**config.mk**
```make
export PLATFORM = sky130hd
export DESIGN_NAME = dir_entry_tracker
export DESIGN_NICKNAME = d
export VERILOG_FILES = /design/src/rtl/dir_pkg.sv /design/src/rtl/dir_lowest_pick.sv /design/src/rtl/dir_sharer_store.sv /design/src/rtl/dir_write_fsm.sv /design/src/rtl/dir_entry_tracker.sv
export SDC_FILE = /design/constraint.sdc
export NUM_CORES = 1
export LEC_CHECK = 0
export ABC_AREA = 1
export BUFFER_PORTS_ARGS = -buffer_cell sky130_fd_sc_hd__buf_2
export CORE_MARGIN = 2
export CORE_UTILIZATION = 29
export DETAILED_ROUTE_END_ITERATION = 6
export PLACE_DENSITY_LB_ADDON = 0.05
export RECOVER_POWER = 100
export SYNTH_ARGS = -nofsm -noshare
export SYNTH_HDL_FRONTEND = slang
export SYNTH_HIERARCHICAL = 1
export SYNTH_SLANG_ARGS = --single-unit
```
**constraint.sdc**
```tcl
create_clock -name clk -period 2.4 [get_ports clk]
set_input_delay 0.48 -clock clk [delete_from_list [all_inputs] [get_ports clk]]
set_output_delay 0.48 -clock clk [all_outputs]
set_load 0.005 [all_outputs]
```
**src/rtl/dir_pkg.sv**
```systemverilog
// Shared types for the directory entry tracker.
package dir_pkg;
    // Write sequencing states.
    typedef enum logic [2:0] {
        ST_IDLE,
        ST_UPD_SEND,
        ST_UPD_WAIT,
        ST_BC_SEND,
        ST_BC_WAIT,
        ST_ACK
    } wr_state_t;
endpackage

```
**src/rtl/dir_lowest_pick.sv**
```systemverilog
// Lowest-index picker: grants the lowest set bit of req as a one-hot vector.
// Assumes nothing about req; any is high when some bit is set.
module dir_lowest_pick #(
    parameter int N = 4
) (
    input  logic [N-1:0] req,
    output logic [N-1:0] gnt,
    output logic         any
);
    // Scan from bit 0 upward, granting the first set bit only.
    always_comb begin
        logic seen;
        seen = 1'b0;
        for (int i = 0; i < N; i++) begin
            gnt[i] = req[i] && !seen;
            seen   = seen || req[i];
        end
    end

    assign any = |req;
endmodule

```
**src/rtl/dir_sharer_store.sv**
```systemverilog
// Sharer storage: SLOTS identity slots with valid bits, a copy count and the
// mode flag. Adds fill the lowest free slot. An add past SLOTS distinct IDs
// switches to count-only mode. clr empties the entry.
// Assumes add_fire and clr never coincide (the sequencer guarantees this).
module dir_sharer_store #(
    parameter int ID_W    = 4,
    parameter int SLOTS   = 4,
    parameter int CNT_MAX = 16,
    parameter int CNT_W   = 5
) (
    input  logic                       clk,
    input  logic                       rst_n,
    input  logic                       add_fire,
    input  logic [ID_W-1:0]            add_id,
    input  logic                       clr,
    output logic [SLOTS-1:0][ID_W-1:0] slot_id,
    output logic [SLOTS-1:0]           slot_vld,
    output logic [CNT_W-1:0]           copies,
    output logic                       cnt_only
);
    logic [SLOTS-1:0] hit_vec;
    logic [SLOTS-1:0] free_oh;
    logic             free_any;

    // Flag the slots that already hold the incoming ID.
    always_comb begin
        for (int i = 0; i < SLOTS; i++)
            hit_vec[i] = slot_vld[i] && (slot_id[i] == add_id);
    end

    dir_lowest_pick #(.N(SLOTS)) u_free (
        .req (~slot_vld),
        .gnt (free_oh),
        .any (free_any)
    );

    // Update the slots, count and mode on add or clear.
    always_ff @(posedge clk) begin
        if (!rst_n) begin
            slot_id  <= '0;
            slot_vld <= '0;
            copies   <= '0;
            cnt_only <= 1'b0;
        end else if (clr) begin
            slot_vld <= '0;
            copies   <= '0;
            cnt_only <= 1'b0;
        end else if (add_fire) begin
            if (cnt_only) begin
                if (copies != CNT_W'(CNT_MAX))
                    copies <= copies + CNT_W'(1);
            end else if (!(|hit_vec)) begin
                if (free_any) begin
                    for (int i = 0; i < SLOTS; i++)
                        if (free_oh[i]) slot_id[i] <= add_id;
                    slot_vld <= slot_vld | free_oh;
                    copies   <= copies + CNT_W'(1);
                end else begin
                    slot_vld <= '0;
                    copies   <= CNT_W'(SLOTS + 1);
                    cnt_only <= 1'b1;
                end
            end
        end
    end

    a_r4_no_locations_in_count_mode: assert property (@(posedge clk) disable iff (!rst_n)
        cnt_only |-> (slot_vld == '0));
    a_r2_count_matches_slots: assert property (@(posedge clk) disable iff (!rst_n)
        !cnt_only |-> ($countones(slot_vld) == int'(copies)));
    a_r3_duplicate_no_change: assert property (@(posedge clk) disable iff (!rst_n)
        (add_fire && !cnt_only && (|hit_vec) && !clr) |=> ($stable(slot_vld) && $stable(copies)));
    a_r9_clear_empties: assert property (@(posedge clk) disable iff (!rst_n)
        clr |=> ((copies == '0) && !cnt_only));
    a_r4_count_bounded: assert property (@(posedge clk) disable iff (!rst_n)
        int'(copies) <= CNT_MAX);
endmodule

```
**src/rtl/dir_write_fsm.sv**
```systemverilog
// Write sequencer. It accepts one write at a time. In identity mode it walks
// the recorded holders (minus the writer) in ascending slot order, one per
// handshake, then waits for the matching number of update acknowledgements.
// In count mode it issues one broadcast and waits for completion, then clears
// the entry. Assumes upd_ack never exceeds the number of updates issued.
module dir_write_fsm #(
    parameter int ID_W  = 4,
    parameter int SLOTS = 4
) (
    input  logic                       clk,
    input  logic                       rst_n,
    input  logic                       wr_fire,
    input  logic [ID_W-1:0]            wr_id,
    input  logic [SLOTS-1:0][ID_W-1:0] slot_id,
    input  logic [SLOTS-1:0]           slot_vld,
    input  logic                       cnt_only,
    input  logic                       upd_ready,
    input  logic                       upd_ack,
    input  logic                       bcast_ready,
    input  logic                       bcast_done,
    output logic                       idle,
    output logic                       upd_valid,
    output logic [ID_W-1:0]            upd_target,
    output logic                       bcast_valid,
    output logic                       wr_ack,
    output logic                       clr
);
    import dir_pkg::*;
    localparam int RW = $clog2(SLOTS + 1);

    wr_state_t        state;
    logic [SLOTS-1:0] pend;
    logic [SLOTS-1:0] tgt_mask;
    logic [SLOTS-1:0] pick_oh;
    logic             pick_any;
    logic [RW-1:0]    tgt_cnt;
    logic [RW-1:0]    rem;
    logic [RW-1:0]    rem_nxt;
    logic [ID_W-1:0]  wr_q;

    // Build the target set (holders other than the writer) and its size.
    always_comb begin
        tgt_cnt = '0;
        for (int i = 0; i < SLOTS; i++) begin
            tgt_mask[i] = slot_vld[i] && (slot_id[i] != wr_id);
            tgt_cnt     = tgt_cnt + RW'(tgt_mask[i]);
        end
    end

    dir_lowest_pick #(.N(SLOTS)) u_next (
        .req (pend),
        .gnt (pick_oh),
        .any (pick_any)
    );

    // Select the ID of the slot being offered.
    always_comb begin
        upd_target = '0;
        for (int i = 0; i < SLOTS; i++)
            if (pick_oh[i]) upd_target = upd_target | slot_id[i];
    end

    // Outstanding acknowledgements after this cycle's acknowledgement.
    assign rem_nxt = (upd_ack && rem != '0) ? rem - RW'(1) : rem;

    // Step through the write sequence.
    always_ff @(posedge clk) begin
        if (!rst_n) begin
            state <= ST_IDLE;
            pend  <= '0;
            rem   <= '0;
            wr_q  <= '0;
        end else begin
            case (state)
                ST_IDLE: if (wr_fire) begin
                    wr_q <= wr_id;
                    if (cnt_only) begin
                        state <= ST_BC_SEND;
                    end else if (tgt_mask == '0) begin
                        state <= ST_ACK;
                    end else begin
                        pend  <= tgt_mask;
                        rem   <= tgt_cnt;
                        state <= ST_UPD_SEND;
                    end
                end
                ST_UPD_SEND: begin
                    rem <= rem_nxt;
                    if (upd_ready) begin
                        pend <= pend & ~pick_oh;
                        if ((pend & ~pick_oh) == '0) state <= ST_UPD_WAIT;
                    end
                end
                ST_UPD_WAIT: begin
                    rem <= rem_nxt;
                    if (rem_nxt == '0) state <= ST_ACK;
                end
                ST_BC_SEND: if (bcast_ready) state <= ST_BC_WAIT;
                ST_BC_WAIT: if (bcast_done) state <= ST_ACK;
                ST_ACK:     state <= ST_IDLE;
                default:    state <= ST_IDLE;
            endcase
        end
    end

    assign idle        = (state == ST_IDLE);
    assign upd_valid   = (state == ST_UPD_SEND) && pick_any;
    assign bcast_valid = (state == ST_BC_SEND);
    assign wr_ack      = (state == ST_ACK);
    assign clr         = (state == ST_BC_WAIT) && bcast_done;

    a_r5_target_held: assert property (@(posedge clk) disable iff (!rst_n)
        (upd_valid && !upd_ready) |=> (upd_valid && $stable(upd_target)));
    a_r5_writer_excluded: assert property (@(posedge clk) disable iff (!rst_n)
        upd_valid |-> (upd_target != wr_q));
    a_r7_bcast_held: assert property (@(posedge clk) disable iff (!rst_n)
        (bcast_valid && !bcast_ready) |=> bcast_valid);
    a_r8_one_action: assert property (@(posedge clk) disable iff (!rst_n)
        $onehot0({upd_valid, bcast_valid, wr_ack}));
    a_r8_ack_pulse: assert property (@(posedge clk) disable iff (!rst_n)
        wr_ack |=> !wr_ack);
endmodule

```
**src/rtl/dir_entry_tracker.sv**
```systemverilog
// Top of the directory entry tracker. It joins the sharer store and the write
// sequencer and arbitrates the add and write ports. A write wins over an add
// offered in the same idle cycle. Assumes 1 <= SLOTS <= 8 and SLOTS < 2**ID_W.
module dir_entry_tracker #(
    parameter int ID_W  = 4,
    parameter int SLOTS = 4,
    localparam int CNT_MAX = 1 << ID_W,
    localparam int CNT_W   = $clog2(CNT_MAX + 1)
) (
    input  logic             clk,
    input  logic             rst_n,
    input  logic             add_valid,
    input  logic [ID_W-1:0]  add_id,
    output logic             add_ready,
    input  logic             wr_valid,
    input  logic [ID_W-1:0]  wr_id,
    output logic             wr_ready,
    output logic             upd_valid,
    output logic [ID_W-1:0]  upd_target,
    input  logic             upd_ready,
    input  logic             upd_ack,
    output logic             bcast_valid,
    input  logic             bcast_ready,
    input  logic             bcast_done,
    output logic             wr_ack,
    output logic [CNT_W-1:0] copies,
    output logic             count_only
);
    logic                       idle;
    logic                       clr;
    logic [SLOTS-1:0][ID_W-1:0] slot_id;
    logic [SLOTS-1:0]           slot_vld;

    // Accept requests only while idle; a write blocks a same-cycle add.
    assign wr_ready  = idle;
    assign add_ready = idle && !wr_valid;

    dir_sharer_store #(
        .ID_W(ID_W), .SLOTS(SLOTS), .CNT_MAX(CNT_MAX), .CNT_W(CNT_W)
    ) u_store (
        .clk      (clk),
        .rst_n    (rst_n),
        .add_fire (add_valid && add_ready),
        .add_id   (add_id),
        .clr      (clr),
        .slot_id  (slot_id),
        .slot_vld (slot_vld),
        .copies   (copies),
        .cnt_only (count_only)
    );

    dir_write_fsm #(.ID_W(ID_W), .SLOTS(SLOTS)) u_seq (
        .clk         (clk),
        .rst_n       (rst_n),
        .wr_fire     (wr_valid && wr_ready),
        .wr_id       (wr_id),
        .slot_id     (slot_id),
        .slot_vld    (slot_vld),
        .cnt_only    (count_only),
        .upd_ready   (upd_ready),
        .upd_ack     (upd_ack),
        .bcast_ready (bcast_ready),
        .bcast_done  (bcast_done),
        .idle        (idle),
        .upd_valid   (upd_valid),
        .upd_target  (upd_target),
        .bcast_valid (bcast_valid),
        .wr_ack      (wr_ack),
        .clr         (clr)
    );

    a_r10_write_beats_add: assert property (@(posedge clk) disable iff (!rst_n)
        (add_valid && wr_valid && wr_ready) |=> $stable(copies));
    a_r10_busy_blocks_add: assert property (@(posedge clk) disable iff (!rst_n)
        (!wr_ready && !clr) |=> $stable(copies));
endmodule

```
==> results of run 1 <==
kinds of logic (layout without fill, tap and decap cells):
kind of cell               Yosys count  after routing  share of synthesized area (%)
and+or+nand+nor                    325            325                           47.0
buffers and inverters              115            162                           15.5
DFF                                 36             36                           23.7
AOI/OAI and AO/OA                   30             30                           6.46
xor gates and xnor gates            13             13                           3.74
adders and majority gates            8              8                           3.54
state kept, by name (all words and copies together) (netlist names):
register and cells:
u_seq/pend 4, u_store/slot_id 16, u_seq/state 3, u_store/copies 5, u_store/slot_vld 4, u_store/cnt_only 1, u_seq/rem 3
worst max-delay path: cells and delay by family, from the launching register on:
kind | cells | cell delay [ns]
simple gates | 2 | 0.30
buf+inv | 4 | 0.74
flops | 1 | 0.32
through the flow:
stage	utilization [%]	hold slack (ns)	setup slack (ns)	area [um^2]
after global placement	33.4	0.508	-0.0167	3430
after detailed placement	33.4	0.528	-0.0140	3430
final	33.7	0.533	0.256	3470
after global routing	33.7	0.570	0.0205	3470
after CTS	34.3	0.540	0.208	3520
after floorplan	-	0.481	0.267	3040
final timing paths:
check	start	end	slack [ns]	depth (start not counted)
max	u_seq/state[1]	upd_valid	0.26	6
min	u_store/copies[4]	u_store/copies[4]	0.53	2
max reg2reg	u_seq/state[2]	u_store/slot_id[9]	0.26	7
min reg2reg	u_store/copies[4]	u_store/copies[4]	0.53	2
routing by layer:
layer | vias to the layer above | share of wire (%)
li1 | 1697 | -
met1 | 1367 | 51
met2 | 34 | 45
met4 | 0 | 0.60
met5 | - | 0
met3 | 4 | 2.8
layout make-up:
type	instances	area, um^2	share of cell area [%]
timing repair buffer	50	275	7.94
sequential	36	721	20.8
multi-input combinational	376	1820	52.5
tap	136	170	4.91
inverter	104	393	11.3
clock buffer	8	90.1	2.60
layout by cell type (no fill, tap or decap), drive strengths merged:
cell / synthesis / routed
buf: 6 / 39
clkbuf: 5 / 19
o21ai: 11 / 11
o22ai: 3 / 3
o21bai: 1 / 1
o311ai: 1 / 1
xor2: 1 / 1
nand4: 20 / 20
xnor2: 12 / 12
dfxtp: 36 / 36
nand2: 178 / 178
and3: 1 / 1
nor2: 94 / 94
inv: 104 / 104
fa: 1 / 1
a21oi: 10 / 10
ha: 7 / 7
nor3: 5 / 5
o2111ai: 4 / 4
nand3: 27 / 27
power groups by stage:
stage | clock network (mW) | logic [mW] | registers (mW)
final | 0.461 | 1.35 | 0.800
after detailed placement | 0 | 1.44 | 0.819
after CTS | 0.489 | 1.44 | 0.805
after global routing | 0.509 | 1.58 | 0.818
after floorplan | 0 | 1.08 | 0.798
after global placement | 0 | 1.44 | 0.822
synth_stat cells, drive strengths merged:
library cell  instances  share of area, %
a21oi                10               1.6
and3                  1              0.25
buf                   6               1.6
clkbuf                5              0.99
dfxtp                36                24
fa                    1              0.66
ha                    7               2.9
inv                 104                13
nand2               178                23
nand3                27               5.8
nand4                20               4.1
nor2                 94                13
nor3                  5              0.99
o2111ai               4               1.2
o21ai                11               1.9
o21bai                1              0.25
o22ai                 3              0.62
o311ai                1              0.86
xnor2                12               3.5
xor2                  1              0.29
==> summary.md, run 1 <==
| Metric | Value |
|---|---|
| Status | `completed` |
| Layout cells sized above 1 | `13.4%` |
| Tcrit/Tclk final | `89.3%` |
| Tmin final | `about 2.1 ns` |
| Placed cells | `702` |
| Crit-path max cell delay | `0.32 ns` |
| Area growth, synth to finish | `14.0%` |
| CTS Buf Count | `5` |
| Clock Latency Late Sink | `between 0.2 and 0.3 ns` |
| Post-synthesis sequential area ratio | `a little under a quarter` |
| Slew Limit Fails | `0` |
| Crit path cell chain | `clkbuf_1 -> nor3_2 -> clkbuf_2 -> inv_1 -> nor2_1 -> buf_2` |
| Met3 Use GR | `2.27%` |
| Class of the most critical hold timing path | `reg2reg` |
| #FFs+latches synth | `36` |
| Die W | `between 100 and 150 um` |
| Initial antenna violation count | `0` |
| Syn Inst Count | `between 500 and 600` |
| Starting density of the core | `29.6%` |
| Net count after synthesis | `551` |
| Antenna diode instance count | `0` |
| Largest net degree at the start of global routing | `27` |
| Post-CTS setup buffers | `0` |
| Final Net Count | `slightly below 600` |
| Total gr overflow | `0` |
| Io pins | `31` |
| Vias in the first global route | `around 2,800` |
| Pleak | `1.79 nW` |
| GRT Util Overall | `between 10% and 20%` |
| Met1 usage | `23.3%` |
| Setup_tns | `0 ns` |
| Antenna Nets Post-Route | `0` |
| Gate power share | `51.7%` |
| Slew @ Worst Pin | `1.17 ns` |
| Synth Area per Inst | `between 5 and 6 um^2` |
| Rows | `37` |
| CTS Buffer Depth | `2` |
| Fin. Hold Viols | `0` |
| Clock root cell | `clkbuf_8` |
| Critical path capture point type | `output pin` |
| Worst EP arrival | `approximately 1.7 ns` |
| Grt peak-use layer | `met2` |
| Skew final | `0.00396 ns` |
| Vias per cell | `4.37` |
| CTS tree | `done` |
| Drt drc | `0` |
| # clock sinks | `36` |
| Sw Pwr | `approximately 1.2 mW` |
| Final HPWL DP | `about 7100 um` |
| PortBufs | `30` |
| Sw Ratio | `45.8%` |
| Crit-path slowest cell | `dfxtp_1` |
| Max_cap viols | `0` |
| Worst-path clk slew | `roughly 0.080 ns` |
| Routed WL | `8880 um` |
| Synthesized cell area | `3040 um^2` |
| Iteration-0 DRC Markers | `150` |
| H-tree levels | `2` |
| Setup violations, final | `0` |
| Yosys warnings | `6` |
| DR pass1 iterations | `4` |
| Die area | `~11,000 um^2` |
| Global-route wire length before repair | `14,500 um` |
| CTS Hold Buffers Added | `0` |
| Routability cong. | `0.866` |
| Met2 Resource Use GR | `26.5%` |
| Peak VDD IR | `0.260 mV` |
| Maximum clock rate | `466 MHz` |
| Post_cts resized | `0` |
| Vias | `3,102` |
| Pwr Density | `753 nW/um^2` |
| Startpoint Class | `register` |
| Finished Layout Cells | `slightly above 700` |
| RSZ-0062 raised after global routing | `no` |
| Core Box Area | `10,300 um^2` |
| Pint | `1.42 mW` |
| Die outline height | `106 um` |
| Part of the power in registers | `30.6%` |
| Wirelength per Cell | `12.5 um` |
| Clock share of power | `around 18%` |
| Crit Path Max Fanout | `11` |
| Final Power | `roughly 2.6 mW` |
| CP Class | `reg2out` |
| Slew headroom | `21.7%` |
| Worst Path Required | `1.92 ns` |
| Synth cell types | `34` |
| Fill count | `1,226` |
Power figures use the tool's default switching activity.
==> run 2: changes to the inputs <==
--- a/config.mk
+++ b/config.mk
@@ -6,7 +6,9 @@
 export NUM_CORES = 1
 export LEC_CHECK = 0
 export ABC_AREA = 1
-export BUFFER_PORTS_ARGS = -buffer_cell sky130_fd_sc_hd__buf_2
+export BUFFER_PORTS_ARGS = -buffer_cell sky130_fd_sc_hd__buf_4
+export CELL_PAD_IN_SITES_DETAIL_PLACEMENT = 2
+export CELL_PAD_IN_SITES_GLOBAL_PLACEMENT = 2
 export CORE_MARGIN = 2
 export CORE_UTILIZATION = 29
 export DETAILED_ROUTE_END_ITERATION = 6
==> run 2 against run 1 <==
Hold slack better by 0.0098 ns. Clock power is 6.9% higher. Sequential share of layout area decreased by 0.70 points. Global-route usage is 5.0 points higher. Sequential power is 2% higher. Routed wire length increased by 26%. Count of clock-buffer cells in the layout decreased by 2. Via count rose by 8.7%. Power increased by 6.6%. Critical path depth rose by 5. Largest power group unchanged.
==> summary.md, run 2 (synthesis results as in run 1) <==
| Metric | Value |
|---|---|
| Status | `completed (unchanged)` |
| Vias | `3,373 (was 3,102)` |
| Vias in the first global route | `3,701 (was 2,830)` |
| Vias per cell | `4.73 (was 4.37)` |
| Max_cap viols | `0 (unchanged)` |
| Multi-input logic area | `1830 um^2 (was 1820 um^2)` |
| CTS Buf Count | `5 (unchanged)` |
| Slew @ Worst Pin | `0.470 ns (was 1.17 ns)` |
| Rows | `37 (unchanged)` |
| Biggest registers after layout | `u_store/slot_id x16, u_store/copies x5 (unchanged)` |
| Starting density of the core | `29.6% (unchanged)` |
| Clock root cell | `clkbuf_8 (unchanged)` |
| R2R Setup Slk | `0.16 ns (was 0.26 ns)` |
| Commonest non-fill, non-tap cell in the layout | `nand2_1 (unchanged)` |
| Wirelength per Cell | `15.7 um (was 12.5 um)` |
| Setup_tns | `0 ns (unchanged)` |
| Worst EP arrival | `2.44 ns (was 1.66 ns)` |
| Class of the most critical hold timing path | `reg2reg (unchanged)` |
| CTS Buffer Depth | `2 (unchanged)` |
| Startpoint Class | `register (unchanged)` |
| Setup violations, final | `0 (unchanged)` |
| Core Box Area | `10,300 um^2 (unchanged)` |
| Crit Path Max Fanout | `2 (was 11)` |
| Antenna diode instance count | `0 (unchanged)` |
| Die outline height | `106 um (unchanged)` |
| Tcrit/Tclk final | `93.3% (was 89.3%)` |
| Crit-path max cell delay | `0.44 ns (was 0.32 ns)` |
| # clock sinks | `36 (unchanged)` |
| Fill count | `1,358 (was 1,226)` |
| H-tree levels | `2 (unchanged)` |
| Critical path capture point type | `register (was output pin)` |
| Worst Path Required | `2.60 ns (was 1.92 ns)` |
| Die area | `11,300 um^2 (unchanged)` |
| DR pass1 iterations | `4 (unchanged)` |
| Largest register FFs | `16 (unchanged)` |
| Pleak | `1.85 nW (was 1.79 nW)` |
| GRT Util Overall | `21.4% (was 16.4%)` |
| CP top delay family | `adder cells (was buffers and inverters)` |
| Die W | `106 um (unchanged)` |
| Drt drc | `0 (unchanged)` |
| Routed WL | `11,200 um (was 8880 um)` |
| Tmin final | `2.24 ns (was 2.14 ns)` |
| Crit-path slowest cell | `dfxtp_1 (unchanged)` |
| Commonest cells after routing, fill and taps aside | `171 x nand2_1, 97 x inv_1, 88 x nor2_1, 41 x buf_4, 36 x dfxtp_1 (was 172 x nand2_1, 96 x inv_1, 87 x nor2_1, 36 x dfxtp_1, 25 x buf_2)` |
| Maximum clock rate | `446 MHz (was 466 MHz)` |
| Slew Limit Fails | `0 (unchanged)` |
| Most flop-heavy register | `u_store/slot_id (unchanged)` |
| Register area | `721 um^2 (unchanged)` |
| Crit path cell chain | `xnor2_1 -> nand4_1 -> nand2_2 -> fa_1 -> inv_1 -> ha_1 -> ha_1 -> nand2_1 -> o21ai_0 -> nor2_1 -> nor2_1 (was clkbuf_1 -> nor3_2 -> clkbuf_2 -> inv_1 -> nor2_1 -> buf_2)` |
| Total gr overflow | `0 (unchanged)` |
| Peak VDD IR | `0.300 mV (was 0.260 mV)` |
| Area growth, synth to finish | `18.0% (was 14.0%)` |
| Final Net Count | `600 (was 597)` |
| Layout cells sized above 1 | `14.9% (was 13.4%)` |
| Largest net degree at the start of global routing | `28 (was 27)` |
| Clock Latency Late Sink | `0.32 ns (was 0.29 ns)` |
| Fin. Hold Viols | `0 (unchanged)` |
| Iteration-0 DRC Markers | `140 (was 150)` |
| CP Class | `reg2reg (was reg2out)` |
| Antenna Nets Post-Route | `0 (unchanged)` |
| Global-route wire length before repair | `18,900 um (was 14,500 um)` |
| Skew final | `0.0196 ns (was 0.00396 ns)` |
| Slew headroom | `68.6% (was 21.7%)` |
| Final Core Density | `34.9% (was 33.7%)` |
| RSZ-0062 raised after global routing | `no (unchanged)` |
| Final HPWL DP | `9070 um (was 7080 um)` |
| Pwr Density | `776 nW/um^2 (was 753 nW/um^2)` |
| Buf/Inv on CP | `1 (was 4)` |
| Initial antenna violation count | `0 (unchanged)` |
| CTS tree | `done (unchanged)` |
| Routability cong. | `0.781 (was 0.866)` |
| Io pins | `31 (unchanged)` |
| PortBufs | `30 (unchanged)` |
| Post-CTS setup buffers | `0 (unchanged)` |
| Worst-path clk slew | `0.10 ns (was 0.08 ns)` |
## run 2: cell types whose count changed in the layout (fill, tap and decap cells not counted), sizes merged
cell	change
buf	+2
clkbuf	-1
clkinv	+2
## run 2: metrics by stage
step / hold WS (ns) / instance area, um^2 / setup slack [ns] / total power, mW / instances
4_1_cts: 0.552 / 3620 / 0.123 / 2.90 / 713
5_1_grt: 0.566 / 3590 / 0.00495 / 3.09 / 713
3_5_place_dp: 0.543 / 3530 / -0.0638 / 2.38 / 705
6_report: 0.542 / 3590 / 0.160 / 2.79 / 713
3_3_place_gp: 0.522 / 3530 / -0.00166 / 2.33 / 705
2_1_floorplan: 0.481 / 3040 / 0.267 / 1.88 / 527
## run 2: report_power, final
part | total, mW | internal, mW | switching [mW] | leakage (nW)
sequential | 0.818 | 0.695 | 0.123 | 0.293
combinational | 1.48 | 0.532 | 0.944 | 1.51
clock | 0.493 | 0.230 | 0.263 | 0.0510
total | 2.79 | 1.46 | 1.33 | 1.85
## run 2: what timing repair did
| item | CTS | global route |
|---|---|---|
| gates resized for setup | 0 | 1 |
| endpoints found under the setup margin | 0 | 1 |
| hold buffers | 0 | 0 |
## run 2: layout make-up
type                    instances  share of cell area (%)
clock buffers                   6                    2.30
clock inverters                 2                   0.279
inverters                     104                    10.9
multi-input cells             376                    51.0
flip-flops and latches         36                    20.1
well taps                     136                    4.74
repair buffers                 53                    10.7
## run 2: metal layers
metal / share of wire [%] / vias up / routed length, um / global-route usage [%]
li1: - / 1697 / - / -
met1: 49 / 1637 / 5450 / 29.1
met2: 47 / 31 / 5320 / 36.2
met3: 3.1 / 8 / 342 / 2.76
met4: 0.87 / 0 / 97 / 4.64
met5: 0 / - / 0 / 0
## run 2: final timing paths
kind	startpoint	end	cells after the start
setup reg to reg	u_store/slot_id[5]	u_seq/rem[1]	11
hold reg to reg	u_store/copies[4]	u_store/copies[4]	2
hold / removal	u_store/copies[4]	u_store/copies[4]	2
setup / recovery	u_store/slot_id[5]	u_seq/rem[1]	11
## run 2: worst reg2reg max path, delay by kind of cell (launching register included)
| family | cells | cell delay [ns] |
|---|---|---|
| AO/OA/AOI/OAI | 1 | 0.07 |
| XOR/XNOR | 1 | 0.15 |
| adder cells (fa/ha/maj) | 3 | 0.79 |
| buffers and inverters | 1 | 0.08 |
| flip-flops | 1 | 0.44 |
| AND/OR/NAND/NOR | 5 | 0.59 |
==> run 3: changes to the inputs <==
--- a/config.mk
+++ b/config.mk
@@ -16,5 +16,4 @@
 export RECOVER_POWER = 100
 export SYNTH_ARGS = -nofsm -noshare
 export SYNTH_HDL_FRONTEND = slang
-export SYNTH_HIERARCHICAL = 1
 export SYNTH_SLANG_ARGS = --single-unit
==> run 3 against run 2 <==
Register-to-register slack barely moved. Count of clock-buffer cells in the layout decreased by 1. Critical endpoint is now u_seq.rem[1]. Flip-flop and latch count unchanged. Critical path type unchanged. Highest routed layer unchanged. First-iteration DRC count shrank 66%. Cell count down 18%. Final area fell by 11%. Setup slack better by 0.013 ns.
==> summary.md, run 3 <==
| Metric | Value |
|---|---|
| Class of the most critical hold timing path | `in2reg (was reg2reg)` |
| Slew headroom | `34.5% (was 68.6%)` |
| Die outline height | `101 um (was 106 um)` |
| Mux cell area share after synthesis | `0% (unchanged)` |
| Net count after synthesis | `455 (was 551)` |
| Worst EP arrival | `2.43 ns (was 2.44 ns)` |
| Pwr Density | `817 nW/um^2 (was 776 nW/um^2)` |
| Post-synthesis sequential area ratio | `26.6% (was 23.7%)` |
| Pleak | `1.60 nW (was 1.85 nW)` |
| Final Core Density | `35.0% (was 34.9%)` |
| Met1 usage | `28.8% (was 29.1%)` |
| Vias in the first global route | `3,175 (was 3,701)` |
| Top-area cell type share of the netlist area | `26.6% (was 23.7%)` |
| Slew @ Worst Pin | `0.974 ns (was 0.470 ns)` |
| Setup_tns | `0 ns (unchanged)` |
| Post-DP Area | `3100 um^2 (was 3530 um^2)` |
| CTS Buffer Depth | `2 (unchanged)` |
| Final HPWL DP | `7700 um (was 9070 um)` |
| Crit-path max cell delay | `0.45 ns (was 0.44 ns)` |
| Design Area, Final | `3200 um^2 (was 3590 um^2)` |
| Critical path capture point type | `register (unchanged)` |
| Skew final | `0.00515 ns (was 0.0196 ns)` |
| Post-CTS setup buffers | `0 (unchanged)` |
| Die W | `101 um (was 106 um)` |
| Vias | `2,868 (was 3,373)` |
| Post-synth top area cell | `dfxtp_1 (unchanged)` |
| Synth cell types | `33 (was 34)` |
| Iteration-0 DRC Markers | `47 (was 140)` |
| Synth Area in Simple Gates | `42.0% (was 47.0%)` |
| Syn Inst Count | `431 (was 527)` |
| Yosys warnings | `0 (was 6)` |
| Top cells by count, synth | `119 x nand2_1, 67 x inv_1, 62 x nor2_1 (was 170 x nand2_1, 96 x inv_1, 83 x nor2_1)` |
| DR pass1 iterations | `4 (unchanged)` |
| Final Net Count | `496 (was 600)` |
| Setup violations, final | `0 (unchanged)` |
| Die area | `10,100 um^2 (was 11,300 um^2)` |
| Wirelength per Cell | `16.8 um (was 15.7 um)` |
| Crit-path slowest cell | `dfxtp_1 (unchanged)` |
| GRT Util Overall | `20.9% (was 21.4%)` |
| Crit path cell chain | `xnor2_1 -> nand4_1 -> nand2_1 -> ha_1 -> fa_1 -> ha_1 -> nand2_1 -> o21ai_0 -> nor2_1 -> nor2_1 (was xnor2_1 -> nand4_1 -> nand2_2 -> fa_1 -> inv_1 -> ha_1 -> ha_1 -> nand2_1 -> o21ai_0 -> nor2_1 -> nor2_1)` |
| Startpoint Class | `register (unchanged)` |
| Maximum clock rate | `449 MHz (was 446 MHz)` |
| Drt drc | `0 (unchanged)` |
| Global-route wire length before repair | `16,400 um (was 18,900 um)` |
| Commonest non-fill, non-tap cell in the layout | `nand2_1 (unchanged)` |
| CP Class | `reg2reg (unchanged)` |
| # clock sinks | `36 (unchanged)` |
| Worst Path Required | `2.60 ns (about the same)` |
| Status | `completed (unchanged)` |
| Post-Synth XOR/XNOR Area | `7.10% (was 3.74%)` |
| Io pins | `31 (unchanged)` |
| Rows | `35 (was 37)` |
| Fin. Hold Viols | `0 (unchanged)` |
| Largest register FFs | `16 (unchanged)` |
| Crit Path Max Fanout | `4 (was 2)` |
| Starting density of the core | `29.7% (was 29.6%)` |
| Dominant synthesized flop cell | `dfxtp_1 (unchanged)` |
| Adder-cell share of the synthesized area | `3.96% (was 3.54%)` |
| #FFs+latches synth | `36 (unchanged)` |
| CTS Hold Buffers Added | `0 (unchanged)` |
| Synthesized cell area | `2710 um^2 (was 3040 um^2)` |
| Core Box Area | `9150 um^2 (was 10,300 um^2)` |
| Vias per cell | `4.91 (was 4.73)` |
| RSZ-0062 raised after global routing | `no (unchanged)` |
| Met3 Use GR | `2.15% (was 2.76%)` |
| Hold slack | `0.481 ns (was 0.542 ns)` |
| Slew Limit Fails | `0 (unchanged)` |
| Area growth, synth to finish | `17.9% (was 18.0%)` |
| PortBufs | `30 (unchanged)` |
| Total gr overflow | `0 (unchanged)` |
| Antenna diode instance count | `0 (unchanged)` |
| Grt peak-use layer | `met2 (unchanged)` |
| CTS tree | `done (unchanged)` |
| Commonest cells after routing, fill and taps aside | `122 x nand2_1, 68 x inv_1, 63 x nor2_1, 36 x dfxtp_1, 31 x buf_4 (was 171 x nand2_1, 97 x inv_1, 88 x nor2_1, 41 x buf_4, 36 x dfxtp_1)` |
| Most flop-heavy register | `u_store.slot_id (was u_store/slot_id)` |
| Initial antenna violation count | `0 (unchanged)` |
| Post-synth ARST share | `0% (unchanged)` |
| Routability cong. | `0.825 (was 0.781)` |
| Antenna Nets Post-Route | `0 (unchanged)` |
| Tcrit/Tclk final | `92.8% (was 93.3%)` |
| Peak VDD IR | `0.214 mV (was 0.300 mV)` |
| Most common cell in the netlist | `nand2_1 (unchanged)` |
| Routed WL | `9790 um (was 11,200 um)` |
| Clock Latency Late Sink | `0.30 ns (was 0.32 ns)` |
| Tmin final | `2.23 ns (was 2.24 ns)` |
| Post-synth EDFFs | `0 (unchanged)` |
| Clock root cell | `clkbuf_8 (unchanged)` |
| Synth Area in Compound Gates | `8.99% (was 6.46%)` |
| Top post-synthesis cells by area | `dfxtp_1 27%, nand2_1 16%, inv_1 9.3% (was dfxtp_1 24%, nand2_1 21%, inv_1 12%)` |
| Met2 Resource Use GR | `34.5% (was 36.2%)` |
| Worst-path clk slew | `0.08 ns (was 0.10 ns)` |
| Post_cts resized | `0 (unchanged)` |
| Buf/Inv on CP | `0 (was 1)` |
| Layout cells sized above 1 | `14.6% (was 14.9%)` |
| CTS Buf Count | `5 (unchanged)` |
| Biggest registers after layout | `u_store.slot_id x16, u_store.copies x5, u_seq.pend x4 (was u_store/slot_id x16, u_store/copies x5)` |
| Synth Area per Inst | `6.30 um^2 (was 5.77 um^2)` |
| CP top delay family | `adder cells (unchanged)` |
| H-tree levels | `2 (unchanged)` |
| Largest family of logic cells by synthesized area | `simple AND/OR/NAND/NOR gates (unchanged)` |
| Largest net degree at the start of global routing | `27 (was 28)` |
| Max_cap viols | `0 (unchanged)` |
-- run 3: cell count changes in the layout (fill, tap and decap cells not counted), moves of 4 or more --
cell,delta
xor2_1,+10
buf_4,-10
nand3_1,+6
nand4_1,-13
inv_1,-29
o21ai_0,+7
o2111ai_1,-4
nand2_1,-49
a21oi_1,+11
nor2_1,-25
-- run 3: cell families (layout without fill, tap and decap cells) --
logic type	after synthesis	count (layout)
simple gates	244	244
buf+inv	76	118
compound gates	45	45
flops	36	36
xor+xnor	22	22
fa+ha+maj	8	8
-- run 3: final cells by class --
class | instances | area, um^2
clock buffers | 5 | 68.8
clock inverters | 3 | 90.1
inverters | 71 | 267
well taps | 111 | 139
repair buffers | 39 | 293
flip-flops and latches | 36 | 721
fillers | 1153 | 5950
multi-input cells | 319 | 1620
-- run 3: per-stage QoR --
step	power (mW)	cells	setup slack [ns]
floorplan	1.51	431	0.316
global placement	1.84	576	0.0313
detailed placement	1.88	576	0.0206
CTS	2.68	584	0.173
global route	2.85	584	0.0130
finish	2.61	584	0.173
-- run 3: worst paths after layout --
| check | from | end | slack, ns | cells past startpoint |
|---|---|---|---|---|
| max reg2reg | u_store.slot_id[7] | u_seq.rem[1] | 0.17 | 10 |
| min | add_id[0] | u_store.slot_id[8] | 0.48 | 3 |
| min reg2reg | u_seq.rem[0] | u_seq.rem[0] | 0.50 | 2 |
| max | u_store.slot_id[7] | u_seq.rem[1] | 0.17 | 10 |
-- run 3: layer usage --
| layer | routed length, um | up-vias |
|---|---|---|
| li1 | - | 1418 |
| met1 | 4800 | 1401 |
| met2 | 4550 | 36 |
| met3 | 271 | 13 |
| met4 | 167 | 0 |
| met5 | 0 | - |
-- run 3: power by group --
group / internal, mW / switching (mW) / leakage (nW)
clock: 0.521 / 0.266 / 0.0784
combinational: 0.361 / 0.708 / 1.23
sequential: 0.678 / 0.0811 / 0.293
total: 1.56 / 1.06 / 1.60
-- run 3: worst register-to-register path: stages (launching register included) --
cell and delay, ns:
dfxtp_1 0.45, xnor2_1 0.16, nand4_1 0.16, nand2_1 0.14
ha_1 0.26, fa_1 0.39, ha_1 0.28, nand2_1 0.06
o21ai_0 0.07, nor2_1 0.11, nor2_1 0.05
